$ cat config.mk
export PLATFORM = sky130hd
export DESIGN_NAME = pkmedia_alu
export DESIGN_NICKNAME = d
export VERILOG_FILES = /design/src/rtl/pkmedia_alu.sv
export SDC_FILE = /design/constraint.sdc
export NUM_CORES = 1
export LEC_CHECK = 0
export BUFFER_PORTS_ARGS = -buffer_cell sky130_fd_sc_hd__buf_2
export CORE_UTILIZATION = 55
export DETAILED_ROUTE_END_ITERATION = 6
export GPL_TIMING_DRIVEN = 0
export PLACE_DENSITY = 0.73
export SLEW_MARGIN = 30
export SYNTH_ARGS = -nofsm -noshare
export SYNTH_HDL_FRONTEND = slang
export SYNTH_SLANG_ARGS = --single-unit
$ cat constraint.sdc
create_clock -name clk -period 2.8 [get_ports clk]
set_clock_uncertainty 0.1 [all_clocks]
set_input_delay 0.14 -clock clk [delete_from_list [all_inputs] [get_ports clk]]
set_output_delay 0.14 -clock clk [all_outputs]
set_load 0.005 [all_outputs]
$ cat src/rtl/pkmedia_alu.sv
module pkmedia_alu #(
  parameter int LANES = 4,
  parameter int BW    = 8,
  parameter int OPW   = 4
) (
  input  logic                  clk,
  input  logic                  rst_n,
  input  logic                  in_valid,
  input  logic [OPW-1:0]        in_op,
  input  logic [LANES*BW-1:0]   in_a,
  input  logic [LANES*BW-1:0]   in_b,
  output logic                  out_valid,
  output logic [LANES*BW-1:0]   out_result
);
  localparam int DW = LANES * BW;
  localparam int HL = LANES / 2;
  localparam int HW = 2 * BW;
  localparam int SW = BW + $clog2(LANES) + 1;
  localparam int MW = 2 * BW + 1 + $clog2(LANES) + 1;

  localparam logic [OPW-1:0] OP_ABSD = OPW'(0);
  localparam logic [OPW-1:0] OP_SAD  = OPW'(1);
  localparam logic [OPW-1:0] OP_MSUM = OPW'(2);
  localparam logic [OPW-1:0] OP_HADD = OPW'(3);
  localparam logic [OPW-1:0] OP_HSUB = OPW'(4);
  localparam logic [OPW-1:0] OP_AVG2 = OPW'(5);
  localparam logic [OPW-1:0] OP_AVG4 = OPW'(6);
  localparam logic [OPW-1:0] OP_PACK = OPW'(7);

  logic [BW-1:0]          a_b [LANES];
  logic [BW-1:0]          b_b [LANES];
  logic [BW-1:0]          absd [LANES];
  logic [BW-1:0]          avg2 [LANES];
  logic signed [2*BW:0]   prod [LANES];
  logic [DW-1:0]          absd_v, avg2_v, hadd_v, hsub_v, avg4_v, pack_v;
  logic [SW-1:0]          sad_sum;
  logic signed [MW-1:0]   msum;
  logic [DW-1:0]          nxt;

  for (genvar i = 0; i < LANES; i++) begin : g_lane
    logic [BW:0] pair;
    assign a_b[i]  = in_a[i*BW +: BW];
    assign b_b[i]  = in_b[i*BW +: BW];
    assign absd[i] = (a_b[i] > b_b[i]) ? a_b[i] - b_b[i] : b_b[i] - a_b[i];
    assign pair    = {1'b0, a_b[i]} + {1'b0, b_b[i]} + {{BW{1'b0}}, 1'b1};
    assign avg2[i] = pair[BW:1];
    assign prod[i] = $signed({{BW{1'b0}}, a_b[i]}) *
                     $signed({{(BW+1){b_b[i][BW-1]}}, b_b[i]});
    assign absd_v[i*BW +: BW] = absd[i];
    assign avg2_v[i*BW +: BW] = avg2[i];
  end

  for (genvar h = 0; h < HL; h++) begin : g_half
    logic [BW+1:0] quad;
    assign hadd_v[h*HW +: HW] = in_a[h*HW +: HW] + in_b[h*HW +: HW];
    assign hsub_v[h*HW +: HW] = in_a[h*HW +: HW] - in_b[h*HW +: HW];
    assign quad = {2'b00, a_b[2*h]} + {2'b00, a_b[2*h+1]} +
                  {2'b00, b_b[2*h]} + {2'b00, b_b[2*h+1]} + (BW+2)'(2);
    assign avg4_v[h*BW +: BW]      = quad[BW+1:2];
    assign avg4_v[(HL+h)*BW +: BW] = '0;
    assign pack_v[h*BW +: BW]      = a_b[2*h];
    assign pack_v[(HL+h)*BW +: BW] = b_b[2*h];
  end

  always_comb begin
    sad_sum = '0;
    msum    = '0;
    for (int i = 0; i < LANES; i++) begin
      sad_sum = sad_sum + SW'(absd[i]);
      msum    = msum + MW'(prod[i]);
    end
  end

  always_comb begin
    case (in_op)
      OP_ABSD: nxt = absd_v;
      OP_SAD:  nxt = DW'(sad_sum);
      OP_MSUM: nxt = DW'(msum);
      OP_HADD: nxt = hadd_v;
      OP_HSUB: nxt = hsub_v;
      OP_AVG2: nxt = avg2_v;
      OP_AVG4: nxt = avg4_v;
      OP_PACK: nxt = pack_v;
      default: nxt = '0;
    endcase
  end

  always_ff @(posedge clk or negedge rst_n) begin
    if (!rst_n) begin
      out_valid  <= 1'b0;
      out_result <= '0;
    end else begin
      out_valid <= in_valid;
      if (in_valid) out_result <= nxt;
    end
  end
endmodule

==> reports/summary.txt, run 1 <==
OUTCOME
------------------------------------------------------------------------------------------
Result of the run ........................................................... finished with violations
Violations in the final reports ............................................. setup timing

SYNTHESIS
------------------------------------------------------------------------------------------
Synth Area per Inst .........................................................     8.50 um2
Portion of the post-synthesis area used by sequential elements ..............        4.26%
Number of flops mapped to enable cells by yosys .............................            0
Cell variety after synth ....................................................           96
Yosys top cell by area ...................................................... sky130_fd_sc_hd__fa_1
Post-Synthesis Net Count ....................................................        2,957
Cells after Synth ...........................................................        2,282
Total of flip-flops plus latches after synthesis ............................           33
Count of synthesis-stage warnings from yosys ................................            0
Syn Std Cell Area ...........................................................   0.0194 mm2
Main area contributors after synthesis ...................................... sky130_fd_sc_hd__fa_1 (30%), sky130_fd_sc_hd__ha_1 (20%), sky130_fd_sc_hd__inv_1 (8.6%)
Top post-synthesis cells by count ........................................... sky130_fd_sc_hd__inv_1 (443), sky130_fd_sc_hd__ha_1 (310), sky130_fd_sc_hd__fa_1 (294), sky130_fd_sc_hd__nor2_1 (239), sky130_fd_sc_hd__nand2_1 (160)
Area share of the largest cell type after synthesis .........................        30.4%
Most used flip-flop cell after synthesis .................................... sky130_fd_sc_hd__dfrtp_1
Share of flip-flops with an asynchronous set or reset after synthesis .......         100%
Most frequent cell after synthesis .......................................... sky130_fd_sc_hd__inv_1

DETAILED ROUTING
------------------------------------------------------------------------------------------
Detail-routed net length per standard cell ..................................      27.3 um
Via density .................................................................         6.29
Antenna Violating Nets Remaining ............................................            0
Detailed-router iteration count before antenna repair .......................            6
Number of DRC violations after detailed routing .............................            0
Final wirelength ............................................................    82,000 um
DRC marker count from the first detailed-route iteration ....................        1,895
Via count ...................................................................       18,900

CLOCK NETWORK
------------------------------------------------------------------------------------------
TritonCTS clock tree ........................................................         done
CTS Root Cell ............................................................... sky130_fd_sc_hd__clkbuf_16
Clock insertion delay at the later pin of the skew report ...................       280 ps
Number of CTS-inserted buffers ..............................................            5
Number of buffers between clock root and the deepest sink ...................            2
Clock Sinks .................................................................           33
Clock edge transition at the registers on the reported setup and hold paths .        50 ps
Maximum level of the CTS H-tree .............................................            2

FLOORPLANNING
------------------------------------------------------------------------------------------
I/O Pins ....................................................................          104
Area of the placeable core ..................................................   0.0346 mm2
Die Span Y ..................................................................       190 um
Count of standard-cell rows .................................................           68
Initial core utilization ....................................................        56.0%
Die extent in x .............................................................       190 um
Full die area ...............................................................   0.0360 mm2

GLOBAL ROUTING
------------------------------------------------------------------------------------------
Number of antenna violations at the first check in global routing ...........            0
Total global-route track usage ..............................................        44.7%
First-pass GRT wire length ..................................................   116,000 um
Pin count of the biggest net entering global routing ........................           34
Number of global-route vias before repair ...................................       19,000
Total gr overflow ...........................................................            0

TIMING
------------------------------------------------------------------------------------------
Relative max-transition margin ..............................................        22.7%
Final critical path time including I/O delays and setup .....................      6850 ps
Post-route clock period utilization .........................................         245%
RSZ-0062 raised after global routing ........................................         true
Maximum achievable frequency ................................................    0.146 GHz
Final WS setup ..............................................................     -4050 ps
Max Transition Viols Final ..................................................            0
Worst-margin pin slew .......................................................      1150 ps
Sum Neg Setup Slack .........................................................  -109,510 ps
Final setup violation count .................................................           31
Endpoints failing hold ......................................................            0

CRITICAL PATH
------------------------------------------------------------------------------------------
End of the critical path .................................................... out_result[17]$_DFFE_PN0P_
Worst R2R Path Depth ........................................................            4
Sort of element at the end of the critical path .............................    flip-flop
Worst-case register-to-register setup slack .................................      1250 ps
Reg2Reg Launch Point ........................................................ out_result[18]$_DFFE_PN0P_
Arr. time, crit path ........................................................      6910 ps
CP dominant cell by count ................................................... sky130_fd_sc_hd__fa_1
Delay of the slowest cell on the worst path .................................       570 ps
CP Launch Point .............................................................     in_a[27]
Crit-path max FO ............................................................            5
Worst setup path category ...................................................       in2reg
Reg2reg end ................................................................. out_result[18]$_DFFE_PN0P_
Crit path launch type .......................................................   input port
Slowest stage cell on the critical path ..................................... sky130_fd_sc_hd__fa_2
Critical path data required time ............................................      2870 ps

CELLS AND AREA
------------------------------------------------------------------------------------------
Post-layout net count .......................................................        3,223
Layout cells sized above 1 ..................................................        23.7%
Filler cell count in the final layout .......................................        2,663
Area Overhead vs Synth ......................................................        25.0%
Post-route cell area ........................................................   0.0242 mm2

PLACED DESIGN
------------------------------------------------------------------------------------------
Cell area after placement ...................................................   0.0208 mm2
HPWL reported at the end of detailed placement ..............................    64,400 um
Routability congestion estimate .............................................         1.10
Quantity of I/O buffers inserted on ports ...................................          102

MIN PATH
------------------------------------------------------------------------------------------
Worst min-delay path class ..................................................       in2reg

RUN
------------------------------------------------------------------------------------------
Max-capacitance violation count .............................................            0

## what timing repair did
item | in CTS | in global routing
endpoints found under the setup margin | 32 | 32
resized for setup | 331 | 178
setup buffers | 105 | 57
endpoints found under the hold margin | 34 | 0
hold buffers | 2 | 0
pin swaps | 73 | 97
## cells in the final DEF (no fill, tap or decap), types with 27 or more instances in the layout
| cell type | Yosys | routed |
|---|---|---|
| sky130_fd_sc_hd__dfrtp_1 | 33 | 33 |
| sky130_fd_sc_hd__inv_1 | 443 | 379 |
| sky130_fd_sc_hd__nand2_1 | 160 | 150 |
| sky130_fd_sc_hd__o21ai_0 | 58 | 53 |
| sky130_fd_sc_hd__ha_1 | 310 | 278 |
| sky130_fd_sc_hd__fa_1 | 294 | 275 |
| sky130_fd_sc_hd__nor2_1 | 239 | 200 |
| sky130_fd_sc_hd__buf_6 | 1 | 48 |
| sky130_fd_sc_hd__buf_2 | 13 | 47 |
| sky130_fd_sc_hd__xor2_1 | 31 | 27 |
| sky130_fd_sc_hd__a21oi_1 | 117 | 105 |
| sky130_fd_sc_hd__xnor2_1 | 94 | 85 |
| sky130_fd_sc_hd__buf_4 | 5 | 150 |
## kinds of logic (layout without fill, tap and decap cells)
| logic type | Yosys count | after routing | share of synthesized area [%] |
|---|---|---|---|
| AO/OA/AOI/OAI | 422 | 422 | 15.0 |
| AND/OR/NAND/NOR | 559 | 559 | 13.1 |
| multiplexers | 21 | 21 | 1.17 |
| XOR/XNOR | 125 | 125 | 5.65 |
| flip-flops | 33 | 33 | 4.26 |
| other | 0 | 1 | 0 |
| adder cells (fa/ha/maj) | 604 | 604 | 50.4 |
| buffers and inverters | 518 | 784 | 10.5 |
## worst min path at each step
| stage | end | slack, ps | cells past startpoint | startpoint |
|---|---|---|---|---|
| 6_report | out_result[30]$_DFFE_PN0P_ | 270 | 3 | in_b[22] |
| 5_1_grt | out_result[30]$_DFFE_PN0P_ | 270 | 3 | in_b[22] |
| 4_1_cts | out_result[30]$_DFFE_PN0P_ | 240 | 3 | in_b[22] |
| 3_5_place_dp | out_result[2]$_DFFE_PN0P_ | 170 | 1 | rst_n |
| 3_3_place_gp | out_result[4]$_DFFE_PN0P_ | 130 | 1 | rst_n |
| 2_1_floorplan | out_result[0]$_DFFE_PN0P_ | -260 | 0 | rst_n |
## worst max-delay path: cells and delay by family
kind                     cells  cell delay, ps
AO/OA/AOI/OAI                5            1240
XOR/XNOR                     1             190
buffers and inverters        7             670
AND/OR/NAND/NOR              3             450
adder cells (fa/ha/maj)      9            4230
## metal layers
| metal | up-vias | GRT usage [%] | routed length, um |
|---|---|---|---|
| met4 | 0 | 32.4 | 7810 |
| met1 | 9258 | 55.4 | 29700 |
| met2 | 1245 | 69.6 | 35900 |
| li1 | 8015 | - | - |
| met5 | - | 0 | 0 |
| met3 | 378 | 8.97 | 8660 |
## through the flow
stage | hold slack [ps] | util, % | cells | worst slack, ps
after floorplan | -256 | - | 2282 | -3670
after CTS | 241 | 66.6 | 2953 | -4000
after global placement | 127 | 60.0 | 2839 | -5110
after global routing | 271 | 70.0 | 3003 | -4170
after detailed placement | 173 | 60.0 | 2840 | -5190
final | 265 | 70.0 | 3004 | -4050
## state kept, by name, summed over array words and instances (netlist names)
register    count
out_result     32
out_valid       1
## layout make-up
type                            count  area [um2]  area share [%]
Multi-Input combinational cell   1731       17900            73.8
Clock buffer                        7         143           0.588
Buffer                             53         417            1.72
Inverter                          461        2040            8.43
Timing Repair Buffer              263        2350            9.70
Antenna cell                        1        2.50          0.0103
Tap cell                          455         569            2.35
Sequential cell                    33         826            3.41
Power of run 1 is left out: the tool's default activity adds up to more than one toggle a clock period on the data nets, which glitch-free logic cannot reach.
==> run 2, diff against run 1 <==
Settings changed: CTS_CLUSTER_DIAMETER from default to 150, PLACE_DENSITY 0.73 to 0.79.
==> run 2 against run 1 <==
The run still ends with setup timing left; die area unchanged; global-route usage down 1.5 points; register-to-register slack worse by 50 ps; worst setup slack worse by 70 ps; wire length down 4.0%; first-iteration DRC count up 4.3%; maximum frequency down 1.0%; flip-flop and latch count unchanged; critical path depth down 2; sequential share of layout area about the same; via count up 0.62%; critical path type unchanged; largest cell class unchanged.
==> reports/summary.txt, run 2 (synthesis results as in run 1) <==
OUTCOME
------------------------------------------------------------------------------------------
Result of the run ........................................................... finished with violations
Violations in the final reports ............................................. setup timing

TIMING
------------------------------------------------------------------------------------------
Final setup violation count .................................................           31
Worst-margin pin slew .......................................................      1160 ps
Final WS setup ..............................................................     -4120 ps
RSZ-0062 raised after global routing ........................................         true
Fin Hold WS .................................................................       295 ps
Endpoints failing hold ......................................................            0
Relative max-transition margin ..............................................        22.7%
Post-route clock period utilization .........................................         247%
Final critical path time including I/O delays and setup .....................      6920 ps
Max Transition Viols Final ..................................................            0
Maximum achievable frequency ................................................    0.145 GHz

CRITICAL PATH
------------------------------------------------------------------------------------------
Reg2Reg Launch Point ........................................................ out_result[13]$_DFFE_PN0P_
Crit-path max FO ............................................................            4
Sort of element at the end of the critical path .............................    flip-flop
Slowest stage cell on the critical path ..................................... sky130_fd_sc_hd__fa_1
Cell family contributing the most delay on the critical path ................  adder cells
Crit path launch type .......................................................   input port
Critical-path cell list ..................................................... buf_12 -> clkinvlp_4 -> buf_6 -> nor2_4 -> fa_1 -> inv_1 -> fa_1 -> fa_1 -> fa_1 -> fa_1 -> inv_2 -> fa_1 -> fa_1 -> fa_1 -> ha_4 -> nor2b_4 -> o31ai_4 -> a21oi_2 -> and4_1 -> o31a_4 -> o41ai_4 -> xnor2_2 -> a311o_1
Worst setup path category ...................................................       in2reg
CP Launch Point .............................................................      in_b[4]
Arr. time, crit path ........................................................      6980 ps
Count of buffering cells on the critical path with inverters included .......            5
CP dominant cell by count ................................................... sky130_fd_sc_hd__fa_1
Delay of the slowest cell on the worst path .................................       560 ps
Critical path data required time ............................................      2870 ps

DETAILED ROUTING
------------------------------------------------------------------------------------------
Detail-routed net length per standard cell ..................................      26.1 um
Antenna Violating Nets Remaining ............................................            0
Final wirelength ............................................................    78,800 um
Via density .................................................................         6.31
Number of DRC violations after detailed routing .............................            0
Detailed-router iteration count before antenna repair .......................            7
DRC marker count from the first detailed-route iteration ....................        1,977
Via count ...................................................................       19,000

CLOCK NETWORK
------------------------------------------------------------------------------------------
CTS Root Cell ............................................................... sky130_fd_sc_hd__clkbuf_16
TritonCTS clock tree ........................................................         done
Clock Sinks .................................................................           33
Clock edge transition at the registers on the reported setup and hold paths .        50 ps
Clock insertion delay at the later pin of the skew report ...................       280 ps
Maximum level of the CTS H-tree .............................................            2
Number of CTS-inserted buffers ..............................................            5
Number of buffers between clock root and the deepest sink ...................            2

FLOORPLANNING
------------------------------------------------------------------------------------------
Die Span Y ..................................................................       190 um
Die extent in x .............................................................       190 um
I/O Pins ....................................................................          104
Count of standard-cell rows .................................................           68
Full die area ...............................................................   0.0360 mm2
Initial core utilization ....................................................        56.0%
Area of the placeable core ..................................................   0.0346 mm2

CELLS AND AREA
------------------------------------------------------------------------------------------
Register ranked first by flip-flop count ....................................   out_result
Post-layout net count .......................................................        3,230
Commonest non-fill, non-tap cell in the layout .............................. sky130_fd_sc_hd__inv_1
Number of flip-flops under the largest register name ........................           32
Area Overhead vs Synth ......................................................        24.4%
Top library cells by usage in the layout, fill and taps aside ............... sky130_fd_sc_hd__inv_1 (377), sky130_fd_sc_hd__fa_1 (280), sky130_fd_sc_hd__ha_1 (275)
Filler cell count in the final layout .......................................        2,612
Layout cells sized above 1 ..................................................        23.5%
Largest registers in the final layout ....................................... out_result: 32 flops, out_valid: 1 flops

GLOBAL ROUTING
------------------------------------------------------------------------------------------
Number of antenna violations at the first check in global routing ...........            2
Met2 track demand over resource .............................................        67.4%
GR peak layer ...............................................................         met2
Grt met1 use ................................................................        54.5%
First-pass GRT wire length ..................................................   114,000 um
Total global-route track usage ..............................................        43.2%
Pin count of the biggest net entering global routing ........................           34
Number of global-route vias before repair ...................................       19,100
Total gr overflow ...........................................................            0
Fraction of met3 tracks used by global routing ..............................        8.65%

RUN
------------------------------------------------------------------------------------------
Max-capacitance violation count .............................................            0

PLACED DESIGN
------------------------------------------------------------------------------------------
Routability congestion estimate .............................................         1.08
Quantity of I/O buffers inserted on ports ...................................          102
HPWL reported at the end of detailed placement ..............................    62,200 um

MIN PATH
------------------------------------------------------------------------------------------
Worst min-delay path class ..................................................       in2reg
Worst hold start ............................................................      in_a[4]

run 2: cell type report:
class / count / area [um2] / area share, %
multi-input combinational: 1731 / 17900 / 74.1
buffer: 52 / 402 / 1.67
tap: 455 / 569 / 2.36
antenna: 2 / 5.00 / 0.0208
inverter: 461 / 1990 / 8.27
clock buffer: 8 / 136 / 0.566
sequential: 33 / 826 / 3.42
timing repair buffer: 271 / 2320 / 9.60
run 2: routing by layer:
metal | part of all wire, % | wire, um | vias to the layer above
met1 | 36 | 28600 | 9260
met4 | 8.3 | 6510 | 2
met3 | 11 | 8850 | 390
met2 | 44 | 34800 | 1330
met5 | 0.014 | 11 | -
li1 | - | - | 8031
run 2: worst paths after layout:
kind                                              end  slack, ps  cells after the start
max                        out_result[17]$_DFFE_PN0P_      -4120                     23
min reg2reg                 out_result[0]$_DFFE_PN0P_        380                      2
min                         out_result[4]$_DFFE_PN0P_        300                      5
min in group asynchronous   out_result[0]$_DFFE_PN0P_        370                      2
max in group asynchronous  out_result[28]$_DFFE_PN0P_       1710                      2
max reg2reg                out_result[13]$_DFFE_PN0P_       1200                      4
run 2: through the flow:
stage	cell area (um2)	util [%]	setup TNS, ps	setup slack [ps]	cells
floorplan	19700	-	-95230	-3670	2282
global placement	20800	60.0	-136680	-5050	2839
detailed placement	20800	60.0	-138230	-5080	2839
CTS	23200	66.9	-108210	-3990	2959
global route	24100	69.6	-116910	-4240	3011
finish	24100	69.6	-113310	-4120	3013
run 2: what timing repair did:
action / CTS / global route
gates cloned: 0 / 0
hold endpoints to repair: 34 / 0
pin swaps: 85 / 78
endpoints found under the setup margin: 32 / 31
setup buffers: 112 / 59
hold buffers: 2 / 0
resized for setup: 346 / 118
run 2: worst min-delay path, cell delays in order:
cell	delay (ps)
sky130_fd_sc_hd__buf_6	170
sky130_fd_sc_hd__a221oi_2	100
sky130_fd_sc_hd__o221ai_2	70
sky130_fd_sc_hd__a221oi_2	50
sky130_fd_sc_hd__o21ai_1	110
Power of run 2 is left out for the same reason.
==> run 3, diff against run 2 <==
Settings changed: CORE_UTILIZATION 55 to 60, PLACE_DENSITY 0.79 to 0.84.
==> run 3 against run 2 <==
The run ends with DRC, setup timing left; count of clock-buffer cells in the layout fell by 3; worst setup slack got worse by 210 ps; die area fell by 8.2%; global-route usage rose by 7.1 points; register-to-register slack improved by 20 ps; hold slack got worse by 7.9 ps; maximum frequency fell by 3.0%; first-iteration DRC count rose by 27%; non-clock buffer count rose by 14; sequential share of layout area barely moved; critical path depth rose by 1; critical endpoint is now out_result[16]$_DFFE_PN0P_; largest cell class unchanged; highest routed layer unchanged.
==> reports/summary.txt, run 3 (synthesis results as in run 1) <==
CLOCK NETWORK
------------------------------------------------------------------------------------------
Clock Sinks .................................................................           33
Clock insertion delay at the later pin of the skew report ...................       280 ps
Number of buffers between clock root and the deepest sink ...................            2
Number of CTS-inserted buffers ..............................................            5
CTS Root Cell ............................................................... sky130_fd_sc_hd__clkbuf_16
Maximum level of the CTS H-tree .............................................            2
Clock edge transition at the registers on the reported setup and hold paths .        60 ps
TritonCTS clock tree ........................................................         done

FLOORPLANNING
------------------------------------------------------------------------------------------
Count of standard-cell rows .................................................           65
Die extent in x .............................................................       182 um
I/O Pins ....................................................................          104
Full die area ...............................................................   0.0330 mm2
Die Span Y ..................................................................       182 um
Area of the placeable core ..................................................   0.0316 mm2
Initial core utilization ....................................................        61.3%

GLOBAL ROUTING
------------------------------------------------------------------------------------------
Total gr overflow ...........................................................            0
Number of antenna violations at the first check in global routing ...........            3
First-pass GRT wire length ..................................................   121,000 um
Number of global-route vias before repair ...................................       19,900
Pin count of the biggest net entering global routing ........................           34
Total global-route track usage ..............................................        50.3%

CELLS AND AREA
------------------------------------------------------------------------------------------
Total area of multi-input combinational cells ...............................   0.0179 mm2
Number of flip-flops under the largest register name ........................           32
Storage element area ........................................................      826 um2
Filler cell count in the final layout .......................................        2,094
Final Instance Count excl. Fillers ..........................................        2,972
Largest registers in the final layout ....................................... out_result: 32 flops, out_valid: 1 flops
Commonest non-fill, non-tap cell in the layout .............................. sky130_fd_sc_hd__inv_1
Layout cells sized above 1 ..................................................        24.8%
Register ranked first by flip-flop count ....................................   out_result
Top library cells by usage in the layout, fill and taps aside ............... sky130_fd_sc_hd__inv_1 (374), sky130_fd_sc_hd__ha_1 (279), sky130_fd_sc_hd__fa_1 (278)
Area Overhead vs Synth ......................................................        25.1%
Post-layout net count .......................................................        3,244

OUTCOME
------------------------------------------------------------------------------------------
Result of the run ........................................................... finished with violations
Violations in the final reports ............................................. DRC, setup timing

CRITICAL PATH
------------------------------------------------------------------------------------------
Cell family contributing the most delay on the critical path ................  adder cells
Delay of the slowest cell on the worst path .................................       530 ps
Sort of element at the end of the critical path .............................    flip-flop
End of the critical path .................................................... out_result[16]$_DFFE_PN0P_
Critical path data required time ............................................      2920 ps
Arr. time, crit path ........................................................      7250 ps
Crit-path max FO ............................................................            8
Slowest stage cell on the critical path ..................................... sky130_fd_sc_hd__fa_1
Count of buffering cells on the critical path with inverters included .......            6
Worst setup path category ...................................................       in2reg
Worst-case register-to-register setup slack .................................      1220 ps
Reg2reg end ................................................................. out_result[13]$_DFFE_PN0P_
CP dominant cell by count ................................................... sky130_fd_sc_hd__fa_1
Crit path launch type .......................................................   input port
Critical-path cell list ..................................................... buf_8 -> clkinvlp_4 -> nor2_2 -> fa_1 -> fa_2 -> fa_1 -> inv_1 -> fa_1 -> fa_1 -> inv_2 -> fa_2 -> fa_1 -> inv_1 -> fa_1 -> inv_2 -> ha_4 -> and2_4 -> a2111oi_4 -> o211ai_1 -> a221o_1 -> a211o_1 -> o21ai_4 -> a221oi_4 -> nor2_1
CP Launch Point .............................................................      in_a[1]
Reg2Reg Launch Point ........................................................ out_result[13]$_DFFE_PN0P_
Worst R2R Path Depth ........................................................            4
Crit. path cell count .......................................................           24

RUN
------------------------------------------------------------------------------------------
Max-capacitance violation count .............................................            0

PLACED DESIGN
------------------------------------------------------------------------------------------
HPWL reported at the end of detailed placement ..............................    63,800 um
Count of placed standard cells including taps ...............................        2,787
Quantity of I/O buffers inserted on ports ...................................          102
Routability congestion estimate .............................................         1.04

TIMING
------------------------------------------------------------------------------------------
Relative max-transition margin ..............................................        21.4%
Maximum achievable frequency ................................................    0.140 GHz
Max Transition Viols Final ..................................................            0
Final WS setup ..............................................................     -4330 ps
Final critical path time including I/O delays and setup .....................      7130 ps
Post-route clock period utilization .........................................         255%
Worst-margin pin slew .......................................................      1170 ps
RSZ-0062 raised after global routing ........................................         true
Final setup violation count .................................................           32
Fin Hold WS .................................................................       288 ps
Endpoints failing hold ......................................................            0

MIN PATH
------------------------------------------------------------------------------------------
Worst min-delay path class ..................................................       in2reg

DETAILED ROUTING
------------------------------------------------------------------------------------------
Final wirelength ............................................................    88,000 um
Detail-routed net length per standard cell ..................................      29.6 um
Via density .................................................................         6.74
Antenna Violating Nets Remaining ............................................            0
Detailed-router iteration count before antenna repair .......................            7
Number of DRC violations after detailed routing .............................           23
Via count ...................................................................       20,000
DRC marker count from the first detailed-route iteration ....................        2,513

==> run 3: cell types whose count changed in the layout (fill, tap and decap cells not counted), moves of 6 or more <==
cell	change
sky130_fd_sc_hd__buf_6	+12
sky130_fd_sc_hd__buf_8	+7
sky130_fd_sc_hd__nand2_1	-10
sky130_fd_sc_hd__nand2_2	+9
sky130_fd_sc_hd__nor2_1	-6
sky130_fd_sc_hd__nor2_2	+7
sky130_fd_sc_hd__xnor2_2	+6
==> run 3: metrics by stage <==
| step | TNS [ps] | setup slack, ps | area, um2 | util [%] |
|---|---|---|---|---|
| 6_report | -116210 | -4330 | 24300 | 76.7 |
| 5_1_grt | -119220 | -4440 | 24200 | 76.6 |
| 4_1_cts | -108500 | -4010 | 23200 | 73.3 |
| 3_5_place_dp | -137290 | -5090 | 20700 | 65.5 |
| 3_3_place_gp | -136220 | -5030 | 20700 | 65.5 |
| 2_1_floorplan | -95230 | -3670 | 19700 | - |
==> run 3: worst min path at each step <==
| stage | start | cells after the start | slack [ps] | end |
|---|---|---|---|---|
| after global routing | in_b[22] | 3 | 290 | out_result[30]$_DFFE_PN0P_ |
| after global placement | rst_n | 1 | 120 | out_result[0]$_DFFE_PN0P_ |
| after detailed placement | rst_n | 1 | 160 | out_result[4]$_DFFE_PN0P_ |
| after CTS | in_a[3] | 5 | 290 | out_result[3]$_DFFE_PN0P_ |
| final | in_b[22] | 3 | 290 | out_result[30]$_DFFE_PN0P_ |
| after floorplan | rst_n | 0 | -260 | out_result[0]$_DFFE_PN0P_ |
==> run 3: final cells by class <==
type | instances | area share, %
flip-flops and latches | 33 | 3.41
repair buffers | 284 | 10.2
well taps | 402 | 2.07
clock inverters | 1 | 0.0206
multi-input cells | 1731 | 73.8
plain buffers | 53 | 1.66
clock buffers | 5 | 0.516
diodes | 2 | 0.0206
inverters | 461 | 8.30
==> run 3: repair_timing <==
item,4_1_cts,5_1_grt
hold buffers,2,0
pin swaps,69,108
buffers inserted,125,63
gates resized for setup,339,170
endpoints found under the setup margin,32,32
hold endpoints to repair,34,0
==> run 3: per-layer routing <==
metal | part of all wire, % | track usage, % | vias up
li1 | - | - | 8064
met3 | 14 | 11.3 | 662
met5 | 0.030 | 0 | -
met2 | 42 | 76.6 | 1707
met4 | 12 | 43.2 | 4
met1 | 33 | 60.6 | 9588
==> run 3: worst reg2reg max path, stage by stage (launching register included) <==
cell and delay [ps]:
sky130_fd_sc_hd__dfrtp_1 410, sky130_fd_sc_hd__a222oi_1 370, sky130_fd_sc_hd__o21ai_0 180, sky130_fd_sc_hd__a221oi_2 210, sky130_fd_sc_hd__a31oi_1 150
Power of run 3 is left out for the same reason.
